===== src/rtl/tlmon_pkg.sv =====
`timescale 1ns/1ps
package tlmon_pkg;
   localparam int REG_W   = 32;
   localparam int SMP_W   = 2;
   localparam int NUM_DIR = 2;

   typedef enum logic [1:0] {
      TK_OTHER = 2'd0,
      TK_MWR   = 2'd1,
      TK_CPL   = 2'd2,
      TK_RSVD  = 2'd3
   } tlp_kind_e;

   // word index of each register; byte offset is index * 4
   typedef enum logic [3:0] {
      RG_UP_BEAT = 4'd0,
      RG_DN_BEAT = 4'd1,
      RG_UP_WR   = 4'd2,
      RG_UP_CPL  = 4'd3,
      RG_DN_WR   = 4'd4,
      RG_DN_CPL  = 4'd5,
      RG_CR_NPH  = 4'd6,
      RG_CR_PD   = 4'd7,
      RG_CR_CPLH = 4'd8,
      RG_CR_CPLD = 4'd9
   } reg_idx_e;

   localparam int NUM_REGS = 10;
   localparam int IDX_W    = $clog2(NUM_REGS);
endpackage


===== src/rtl/tlmon_win_acc.sv =====
`timescale 1ns/1ps
// Saturating window accumulator with snapshot on tick.
module tlmon_win_acc #(
   parameter int W     = 32,
   parameter int INC_W = 11
) (
   input  logic             clk,
   input  logic             rst_n,
   input  logic             tick,
   input  logic             inc_en,
   input  logic [INC_W-1:0] inc,
   output logic [W-1:0]     snap
);
   localparam int SUM_W = W + 1;

   generate
      if (INC_W > W) begin : g_bad_inc
         $error("tlmon_win_acc: increment wider than accumulator");
      end
   endgenerate

   logic [W-1:0]     acc;
   logic [SUM_W-1:0] sum;
   logic [W-1:0]     acc_nxt;

   always_comb begin
      sum     = {1'b0, acc} + SUM_W'(inc);
      acc_nxt = sum[W] ? '1 : sum[W-1:0];
   end

   always_ff @(posedge clk or negedge rst_n) begin
      if (!rst_n) begin
         acc  <= '0;
         snap <= '0;
      end else if (tick) begin
         snap <= acc;
         acc  <= inc_en ? W'(inc) : '0;
      end else if (inc_en) begin
         acc  <= acc_nxt;
      end
   end
endmodule


===== src/rtl/tlmon_dir_snoop.sv =====
`timescale 1ns/1ps
// One direction: beat counting, start-of-TLP tracking, payload split by kind.
module tlmon_dir_snoop
   import tlmon_pkg::*;
#(
   parameter int BEAT_W = 32,
   parameter int BYTE_W = 30,
   parameter int LEN_W  = 11
) (
   input  logic              clk,
   input  logic              rst_n,
   input  logic              tick,
   input  logic              valid,
   input  logic              ready,
   input  logic              last,
   input  logic [1:0]        kind,
   input  logic [LEN_W-1:0]  len,
   output logic [BEAT_W-1:0] beat_snap,
   output logic [BYTE_W-1:0] wr_snap,
   output logic [BYTE_W-1:0] cpl_snap
);
   logic fire;
   logic mid_pkt;
   logic head;
   logic wr_hit;
   logic cpl_hit;

   assign fire    = valid & ready;
   assign head    = fire & ~mid_pkt;
   assign wr_hit  = head && (tlp_kind_e'(kind) == TK_MWR);
   assign cpl_hit = head && (tlp_kind_e'(kind) == TK_CPL);

   always_ff @(posedge clk or negedge rst_n) begin
      if (!rst_n)    mid_pkt <= 1'b0;
      else if (fire) mid_pkt <= ~last;
   end

   tlmon_win_acc #(.W(BEAT_W), .INC_W(1)) u_beat (
      .clk(clk), .rst_n(rst_n), .tick(tick),
      .inc_en(fire), .inc(1'b1), .snap(beat_snap)
   );

   tlmon_win_acc #(.W(BYTE_W), .INC_W(LEN_W)) u_wr (
      .clk(clk), .rst_n(rst_n), .tick(tick),
      .inc_en(wr_hit), .inc(len), .snap(wr_snap)
   );

   tlmon_win_acc #(.W(BYTE_W), .INC_W(LEN_W)) u_cpl (
      .clk(clk), .rst_n(rst_n), .tick(tick),
      .inc_en(cpl_hit), .inc(len), .snap(cpl_snap)
   );
endmodule


===== src/rtl/tlmon_credit_cap.sv =====
`timescale 1ns/1ps
// First-strobe-only capture of advertised flow-control credits.
module tlmon_credit_cap #(
   parameter int HCR_W = 8,
   parameter int DCR_W = 12
) (
   input  logic             clk,
   input  logic             rst_n,
   input  logic             init,
   input  logic [HCR_W-1:0] nph,
   input  logic [DCR_W-1:0] pd,
   input  logic [HCR_W-1:0] cplh,
   input  logic [DCR_W-1:0] cpld,
   output logic [HCR_W-1:0] nph_q,
   output logic [DCR_W-1:0] pd_q,
   output logic [HCR_W-1:0] cplh_q,
   output logic [DCR_W-1:0] cpld_q,
   output logic             done
);
   always_ff @(posedge clk or negedge rst_n) begin
      if (!rst_n) begin
         nph_q  <= '0;
         pd_q   <= '0;
         cplh_q <= '0;
         cpld_q <= '0;
         done   <= 1'b0;
      end else if (init && !done) begin
         nph_q  <= nph;
         pd_q   <= pd;
         cplh_q <= cplh;
         cpld_q <= cpld;
         done   <= 1'b1;
      end
   end
endmodule


===== src/rtl/tl_traffic_mon.sv =====
`timescale 1ns/1ps
module tl_traffic_mon
   import tlmon_pkg::*;
#(
   parameter int BEAT_W = 32,
   parameter int BYTE_W = 30,
   parameter int LEN_W  = 11,
   parameter int HCR_W  = 8,
   parameter int DCR_W  = 12,
   parameter int ADDR_W = 8
) (
   input  logic              clk,
   input  logic              rst_n,
   input  logic              tick_1s,
   input  logic              up_valid,
   input  logic              up_ready,
   input  logic              up_last,
   input  logic [1:0]        up_kind,
   input  logic [LEN_W-1:0]  up_len,
   input  logic              dn_valid,
   input  logic              dn_ready,
   input  logic              dn_last,
   input  logic [1:0]        dn_kind,
   input  logic [LEN_W-1:0]  dn_len,
   input  logic              cr_init,
   input  logic [HCR_W-1:0]  cr_nph,
   input  logic [DCR_W-1:0]  cr_pd,
   input  logic [HCR_W-1:0]  cr_cplh,
   input  logic [DCR_W-1:0]  cr_cpld,
   input  logic [ADDR_W-1:0] rd_addr,
   output logic [REG_W-1:0]  rd_data
);
   localparam int FIELD_W = REG_W - SMP_W;

   generate
      if (BEAT_W < 1 || BEAT_W > REG_W) begin : g_bad_beat
         $error("tl_traffic_mon: BEAT_W out of range");
      end
      if (BYTE_W < 1 || BYTE_W > FIELD_W) begin : g_bad_byte
         $error("tl_traffic_mon: BYTE_W out of range");
      end
      if (LEN_W > BYTE_W) begin : g_bad_len
         $error("tl_traffic_mon: LEN_W wider than BYTE_W");
      end
      if (HCR_W > REG_W || DCR_W > REG_W) begin : g_bad_cr
         $error("tl_traffic_mon: credit width exceeds register");
      end
      if (ADDR_W < IDX_W + 3) begin : g_bad_addr
         $error("tl_traffic_mon: ADDR_W too small for register map");
      end
   endgenerate

   // direction 0 = upstream, 1 = downstream
   logic [NUM_DIR-1:0]            d_valid, d_ready, d_last;
   logic [NUM_DIR-1:0][1:0]       d_kind;
   logic [NUM_DIR-1:0][LEN_W-1:0] d_len;
   logic [NUM_DIR-1:0][BEAT_W-1:0] beat_snap;
   logic [NUM_DIR-1:0][BYTE_W-1:0] wr_snap;
   logic [NUM_DIR-1:0][BYTE_W-1:0] cpl_snap;

   assign d_valid = {dn_valid, up_valid};
   assign d_ready = {dn_ready, up_ready};
   assign d_last  = {dn_last,  up_last};
   assign d_kind  = {dn_kind,  up_kind};
   assign d_len   = {dn_len,   up_len};

   generate
      for (genvar d = 0; d < NUM_DIR; d++) begin : g_dir
         tlmon_dir_snoop #(.BEAT_W(BEAT_W), .BYTE_W(BYTE_W), .LEN_W(LEN_W)) u_dir (
            .clk(clk), .rst_n(rst_n), .tick(tick_1s),
            .valid(d_valid[d]), .ready(d_ready[d]), .last(d_last[d]),
            .kind(d_kind[d]), .len(d_len[d]),
            .beat_snap(beat_snap[d]), .wr_snap(wr_snap[d]), .cpl_snap(cpl_snap[d])
         );
      end
   endgenerate

   logic [SMP_W-1:0] smp;
   always_ff @(posedge clk or negedge rst_n) begin
      if (!rst_n)       smp <= '0;
      else if (tick_1s) smp <= smp + 1'b1;
   end

   logic [HCR_W-1:0] cr_nph_q, cr_cplh_q;
   logic [DCR_W-1:0] cr_pd_q, cr_cpld_q;
   logic             cr_done;

   tlmon_credit_cap #(.HCR_W(HCR_W), .DCR_W(DCR_W)) u_cred (
      .clk(clk), .rst_n(rst_n), .init(cr_init),
      .nph(cr_nph), .pd(cr_pd), .cplh(cr_cplh), .cpld(cr_cpld),
      .nph_q(cr_nph_q), .pd_q(cr_pd_q), .cplh_q(cr_cplh_q), .cpld_q(cr_cpld_q),
      .done(cr_done)
   );

   // register image
   logic [NUM_REGS-1:0][REG_W-1:0] regv;
   always_comb begin
      regv = '0;
      for (int d = 0; d < NUM_DIR; d++) begin
         regv[int'(RG_UP_BEAT) + d][BEAT_W-1:0]           = beat_snap[d];
         regv[int'(RG_UP_WR) + 2*d][SMP_W +: BYTE_W]      = wr_snap[d];
         regv[int'(RG_UP_WR) + 2*d][SMP_W-1:0]            = smp;
         regv[int'(RG_UP_CPL) + 2*d][SMP_W +: BYTE_W]     = cpl_snap[d];
         regv[int'(RG_UP_CPL) + 2*d][SMP_W-1:0]           = smp;
      end
      regv[RG_CR_NPH][HCR_W-1:0]  = cr_nph_q;
      regv[RG_CR_PD][DCR_W-1:0]   = cr_pd_q;
      regv[RG_CR_CPLH][HCR_W-1:0] = cr_cplh_q;
      regv[RG_CR_CPLD][DCR_W-1:0] = cr_cpld_q;
   end

   // address decode
   logic [IDX_W-1:0] idx;
   logic             hit;
   assign idx = rd_addr[2 +: IDX_W];
   assign hit = (rd_addr[1:0] == 2'b00)
             && (rd_addr[ADDR_W-1:IDX_W+2] == '0)
             && (idx < IDX_W'(NUM_REGS));
   assign rd_data = hit ? regv[idx] : '0;
endmodule


===== config.mk =====
export PLATFORM = sky130hd
export DESIGN_NAME = tl_traffic_mon
export DESIGN_NICKNAME = d
export VERILOG_FILES = /design/src/rtl/tlmon_pkg.sv /design/src/rtl/tlmon_win_acc.sv /design/src/rtl/tlmon_dir_snoop.sv /design/src/rtl/tlmon_credit_cap.sv /design/src/rtl/tl_traffic_mon.sv
export SDC_FILE = /design/constraint.sdc
export NUM_CORES = 1
export LEC_CHECK = 0
export BUFFER_PORTS_ARGS = -buffer_cell sky130_fd_sc_hd__buf_2
export CORE_MARGIN = 1.5
export CORE_UTILIZATION = 50
export CTS_CLUSTER_DIAMETER = 50
export CTS_CLUSTER_SIZE = 28
export DETAILED_ROUTE_END_ITERATION = 10
export GPL_ROUTABILITY_DRIVEN = 0
export PLACE_DENSITY = 0.75
export SYNTH_ARGS = -nofsm -noshare
export SYNTH_HDL_FRONTEND = slang
export SYNTH_HIERARCHICAL = 1
export SYNTH_SLANG_ARGS = --single-unit
export TNS_END_PERCENT = 30

===== constraint.sdc =====
create_clock -name clk -period 3.2 [get_ports clk]
set_clock_uncertainty 0.2 [all_clocks]
set_input_delay 0.64 -clock clk [delete_from_list [all_inputs] [get_ports clk]]
set_output_delay 0.64 -clock clk [all_outputs]
set_load 0.05 [all_outputs]

==> results of run 1 <==
-- kinds of logic after synthesis --
group / share of synthesized area (%)
buffers and inverters: 3.03
adders and majority gates: 2.99
and+or+nand+nor: 16.7
xor gates and xnor gates: 1.27
muxes: 17.2
other: 0.0330
DFF: 45.3
AOI/OAI and AO/OA: 13.4
-- flip-flops by register name, indices dropped and copies added, names as in the netlist, 12 cells and up --
signal,cells
g_dir.u_dir/u_cpl/acc,60
g_dir.u_dir/u_wr/snap,60
u_cred/pd_q,12
g_dir.u_dir/u_cpl/snap,60
g_dir.u_dir/u_beat/snap,64
g_dir.u_dir/u_beat/acc,64
u_cred/cpld_q,12
g_dir.u_dir/u_wr/acc,60
-- power by group through the flow --
stage	clock [mW]	combinational, mW	sequential, mW
after floorplan	0	0.607	5.49
after global routing	5.38	1.11	5.45
after CTS	5.17	1.01	5.43
after detailed placement	0	1.00	5.53
after global placement	0	0.973	5.53
final	5.11	1.02	5.43
-- final timing paths --
kind	start	cells past startpoint	slack, ns	end
max in group asynchronous	rst_n	3	1.60	u_cred/pd_q[1]
worst max register to register	g_dir[1].u_dir/u_cpl/acc[0]	8	0.23	g_dir[1].u_dir/u_cpl/acc[25]
worst max-delay path	rd_addr[2]	6	-0.02	rd_data[31]
worst min-delay path	up_last	2	0.03	g_dir[0].u_dir/mid_pkt
worst min register to register	smp[1]	1	0.28	smp[1]
min in group asynchronous	rst_n	2	0.43	g_dir[1].u_dir/u_beat/acc[23]
-- synth_stat cells, drive strengths merged (13+ instances only) --
library cell,instances
mux2,248
a21o,13
a311oi,23
a211oi,32
clkbuf,69
a31oi,56
o21ai,80
o21bai,18
inv,25
nor2,143
o22ai,45
and2,22
and3,46
mux2i,36
nand2,137
a21oi,77
buf,44
nor3,82
xnor2,18
ha,48
nor2b,15
mux4,34
o211ai,15
xor2,15
and4,34
nand2b,18
nand3,64
nor4,33
a22oi,23
nand4,25
dfrtp,413
-- layout make-up --
cell class	count	area [um^2]	share of cell area, %
Antenna cell	1	2.50	0.00961
Clock buffer	48	1110	4.27
Clock inverter	28	330	1.27
Inverter	25	97.6	0.375
Multi-Input combinational cell	1521	11800	45.5
Sequential cell	413	10300	39.7
Tap cell	600	751	2.88
Timing Repair Buffer	217	1570	6.03
-- through the flow --
step                setup slack (ns)  instance area, um^2  hold slack, ns
floorplan                   -0.00803                22800           0.144
global placement              -0.341                24600           0.258
detailed placement            -0.444                24600           0.262
CTS                           0.0154                26000          0.0165
global route                 -0.0377                26000          0.0226
finish                       -0.0221                26000          0.0310
-- what timing repair did --
| item | 4_1_cts | 5_1_grt |
|---|---|---|
| gates resized for setup | 3 | 4 |
| hold buffers | 1 | 0 |
| hold endpoints to repair | 55 | 0 |
| endpoints found under the setup margin | 16 | 15 |
-- layer usage --
layer / part of all wire [%] / vias to the layer above / routed length [um] / global-route usage, %
li1: - / 8173 / - / -
met4: 4.5 / 0 / 2860 / 12.2
met5: 0 / - / 0 / 0
met1: 42 / 9211 / 27000 / 38.3
met2: 45 / 844 / 28600 / 41.2
met3: 8.3 / 144 / 5260 / 5.54
==> results.py, run 1 <==
metrics = {
    "placed_design": {
        "dp.cells": 2775,
        "io_buffers": 115,
        "hpwl_um": 47100,
    },
    "sta": {
        "fin_setup_tns_ns": -0.0424,
        "hold_viol_final": 0,
        "min_period_ns": 3.22,
        "max_freq_ghz": 0.310,
        "setup_violations": 3,
        "worst_slew_pin_slew_ns": 0.705,
        "slew-limit-headroom_pct": 52.6,
        "rsz0062_at_grt": "true",
        "period_share_pct": 101,
        "fin_ws_ns": -0.0221,
        "slew_violations": 0,
    },
    "worst_setup_path": {
        "cp.buffers_inverters": 3,
        "cp_cell_sequence": "buf_4 -> buf_12 -> mux4_2 -> a22oi_1 -> nor2_1 -> buf_2",
        "path_delay_family": "buffers and inverters",
        "crit_type": "in2out",
        "end_kind": "output port",
        "crit_path_max_fanout": 21,
        "cp.arrival_ns": 2.38,
        "cpMaxStageDelayCell": "mux4_2",
        "slowest_delay_ns": 0.52,
        "crit_required_ns": 2.36,
        "critPathLaunchType": "input pin",
    },
    "detailed_routing": {
        "wl_per_cell_um": 22.3,
        "initialDrtViolationCount": 1906,
        "drtAntennaViolNets": 0,
        "post-route-drc-count": 0,
        "routed_wl_um": 63700,
        "num_vias": 18372,
        "viasPerCell": 6.44,
        "dr.pass1.iters": 5,
    },
    "cells_and_area": {
        "final_util_pct": 57.6,
        "drive_gt1_share_pct": 29.4,
        "areaGrowthSynthToFinish_pct": 14.3,
        "fill_cells": 3642,
        "final_cells": 2853,
        "final_nets": 2355,
        "final_cell_mix": "dfrtp_1 (413), mux2_2 (245), nor2_1 (140)",
        "final_common_cell": "dfrtp_1",
    },
    "global_routing": {
        "grt_pass1_wl_um": 101000,
        "antenna_found_initial": 1,
        "grt.overflow.total": 0,
        "grt_pass1_vias": 17874,
        "grt_use_total_pct": 27.4,
        "grt_max_degree": 76,
    },
    "clock_tree": {
        "clk_latency_ns": 0.59,
        "numCtsBuffers": 41,
        "cts_num_sinks": 413,
        "cts_setup_buffers": 0,
        "cts_tree": "yes",
        "htree_levels": 2,
        "cts.path.max_buffers": 3,
        "root_buffer": "clkbuf_16",
        "clkTransAtPathRegs_ns": 0.07,
    },
    "power_and_ir_drop": {
        "seq_power_share_pct": 47.0,
        "power_mw": 11.6,
        "vdd_ir_drop_max_v": 0.000441,
        "switchingPower_mw": 3.11,
        "p_leak_nw": 11.6,
        "p_clk_share_pct": 44.2,
        "sw_frac_of_total_pct": 26.9,
        "pwr-share-comb_pct": 8.8,
        "cellPowerDensity_mw_per_mm2": 444,
        "internal_power_mw": 8.45,
    },
    "floorplan": {
        "initial_core_util_pct": 50.4,
        "chipHeight_um": 216,
        "die-area_mm2": 0.0469,
        "die_w_um": 216,
        "rows": 78,
        "core_area_mm2": 0.0452,
        "io_pins": 116,
    },
    "yosys": {
        "yosysTopAreaCell": "dfrtp_1",
        "post-synth-top-area-fraction_pct": 45.3,
        "seq_area_frac_synth_pct": 45.3,
        "syn_avg_cell_area_um2": 11.0,
        "synth_area_leaders": "dfrtp_1 (45%), mux2_2 (12%), mux4_2 (3.4%)",
        "synth_edf_count": 0,
        "synthDistinctLibCells": 95,
        "synthArstFlopShare_pct": 100,
        "synth_ff_type": "dfrtp_1",
        "synth_seq_cells": 413,
        "yosys_warnings": 6,
        "synth_area_mm2": 0.0228,
        "syn_inst": 2068,
    },
    "status": {
        "violations": "setup timing",
        "outcome": "finished with violations",
    },
    "min_path": {
        "worst_hold_path_type": "in2reg",
    },
    "job": {
        "cap_violations": 0,
    },
}
Note: power is estimated with default switching activity, not from simulation.
==> run 2, diff against run 1 <==
--- a/config.mk
+++ b/config.mk
@@ -8,6 +8,7 @@
 export BUFFER_PORTS_ARGS = -buffer_cell sky130_fd_sc_hd__buf_2
 export CORE_MARGIN = 1.5
 export CORE_UTILIZATION = 50
+export CTS_BUF_LIST = sky130_fd_sc_hd__clkbuf_4
 export CTS_CLUSTER_DIAMETER = 50
 export CTS_CLUSTER_SIZE = 28
 export DETAILED_ROUTE_END_ITERATION = 10
==> results.py, run 2 (synthesis gave the netlist of run 1 again) <==
metrics = {
    "floorplan": {
        "die-area_mm2": 0.0469,
        "core_area_mm2": 0.0452,
        "rows": 78,
        "initial_core_util_pct": 50.4,
        "die_w_um": 216,
        "io_pins": 116,
        "chipHeight_um": 216,
    },
    "placed_design": {
        "dpl-instance-area_mm2": 0.0246,
        "dp.cells": 2775,
        "io_buffers": 115,
        "hpwl_um": 47100,
        "dp_worst_setup_slack_ns": -0.444,
    },
    "clock_tree": {
        "root_buffer": "clkbuf_4",
        "cts_tree": "yes",
        "cts.path.max_buffers": 3,
        "htree_levels": 2,
        "clkTransAtPathRegs_ns": 0.22,
        "cts_num_sinks": 413,
        "clk_latency_ns": 0.88,
        "numCtsBuffers": 41,
    },
    "cells_and_area": {
        "multi_input_comb_area_mm2": 0.0120,
        "final_cell_mix": "dfrtp_1 (413), mux2_2 (245), nor2_1 (137)",
        "fill_cells": 3629,
        "stdcell_area_mm2": 0.0262,
        "reg_top3": "g_dir.u_dir/u_beat/acc (64), g_dir.u_dir/u_beat/snap (64)",
        "final_nets": 2421,
        "final_cells": 2920,
        "final_common_cell": "dfrtp_1",
        "seq_area_mm2": 0.0103,
        "drive_gt1_share_pct": 29.4,
        "areaGrowthSynthToFinish_pct": 14.8,
    },
    "power_and_ir_drop": {
        "vdd_ir_drop_max_v": 0.000366,
        "power_mw": 9.63,
        "cellPowerDensity_mw_per_mm2": 368,
        "p_leak_nw": 11.6,
    },
    "worst_setup_path": {
        "ff2ff_setup_slack_ns": 0.21,
        "slowest_delay_ns": 0.48,
        "cpMaxStageDelayCell": "mux4_2",
        "cp_cell_sequence": "mux4_2 -> a22oi_2 -> nor2_1 -> buf_2",
        "crit_required_ns": 2.36,
        "critPathLaunchType": "register",
        "crit_type": "reg2out",
        "crit_path_max_fanout": 2,
        "end_kind": "output port",
        "cp.arrival_ns": 2.45,
    },
    "job": {
        "cap_violations": 0,
    },
    "sta": {
        "setup_violations": 11,
        "rsz0062_at_grt": "true",
        "worst_slew_pin_slew_ns": 0.767,
        "max_freq_ghz": 0.304,
        "min_period_ns": 3.29,
        "slew-limit-headroom_pct": 48.4,
        "period_share_pct": 103,
        "hold_viol_final": 0,
        "fin_ws_ns": -0.0946,
        "slew_violations": 0,
        "fin_setup_tns_ns": -0.482,
    },
    "detailed_routing": {
        "routed_wl_um": 64800,
        "drtAntennaViolNets": 0,
        "wl_per_cell_um": 22.2,
        "num_vias": 18576,
        "post-route-drc-count": 0,
        "viasPerCell": 6.36,
        "dr.pass1.iters": 5,
        "initialDrtViolationCount": 1685,
    },
    "global_routing": {
        "antenna_found_initial": 3,
        "grt_pass1_wl_um": 103000,
        "grt_pass1_vias": 18162,
        "grt.overflow.total": 0,
        "grt_max_degree": 76,
        "grt_use_total_pct": 27.8,
    },
    "status": {
        "violations": "setup timing",
        "outcome": "finished with violations",
    },
    "min_path": {
        "worst_hold_path_type": "in2reg",
    },
}
-- run 2: metrics by stage --
step	hold slack [ns]	utilization, %
final	0.0436	57.9
after global routing	0.0504	57.9
after CTS	0.00182	57.6
after detailed placement	0.262	54.4
after global placement	0.258	54.4
after floorplan	0.144	-
-- run 2: final cells by class --
cell class                 instances  area share (%)
antenna                            2          0.0191
clock buffer                      44            1.26
clock inverter                    32            1.32
inverter                          25           0.373
multi-input combinational       1521            45.7
sequential                       413            39.5
tap                              600            2.87
timing repair buffer             283            8.92
-- run 2: worst paths after layout --
kind | startpoint | cells past startpoint | end
setup / recovery | g_dir[1].u_dir/u_wr/snap[29] | 4 | rd_data[31]
hold / removal | dn_len[7] | 4 | g_dir[1].u_dir/u_wr/acc[7]
setup reg to reg | g_dir[1].u_dir/u_beat/acc[5] | 5 | g_dir[1].u_dir/u_beat/acc[21]
hold reg to reg | smp[1] | 1 | smp[1]
max in group asynchronous | rst_n | 3 | g_dir[0].u_dir/u_cpl/acc[22]
min in group asynchronous | rst_n | 2 | g_dir[1].u_dir/u_beat/acc[23]
-- run 2: power breakdown --
part | internal (mW) | leakage [nW] | switching (mW) | total [mW]
Sequential | 5.34 | 5.68 | 0.105 | 5.44
Combinational | 0.498 | 5.52 | 0.608 | 1.11
Clock | 0.945 | 0.361 | 2.14 | 3.08
-- run 2: what timing repair did --
item,4_1_cts,5_1_grt
pin swaps,9,5
hold endpoints to repair,300,0
resized for setup,40,25
hold buffers,68,0
setup endpoints to repair,31,24
buffers inserted,0,1
-- run 2: worst max-delay path, delay by kind of cell, from the launching register on --
kind | cells | cell delay (ns)
simple gates | 1 | 0.07
mux | 1 | 0.48
compound gates | 1 | 0.36
flops | 1 | 0.45
buf+inv | 1 | 0.22
-- run 2: layer usage --
metal	global-route usage (%)	up-vias	routed length (um)
met5	0	-	0
met4	13.0	0	2910
met3	5.87	162	5170
met2	42.6	824	29600
met1	38.0	9297	27200
li1	-	8293	-
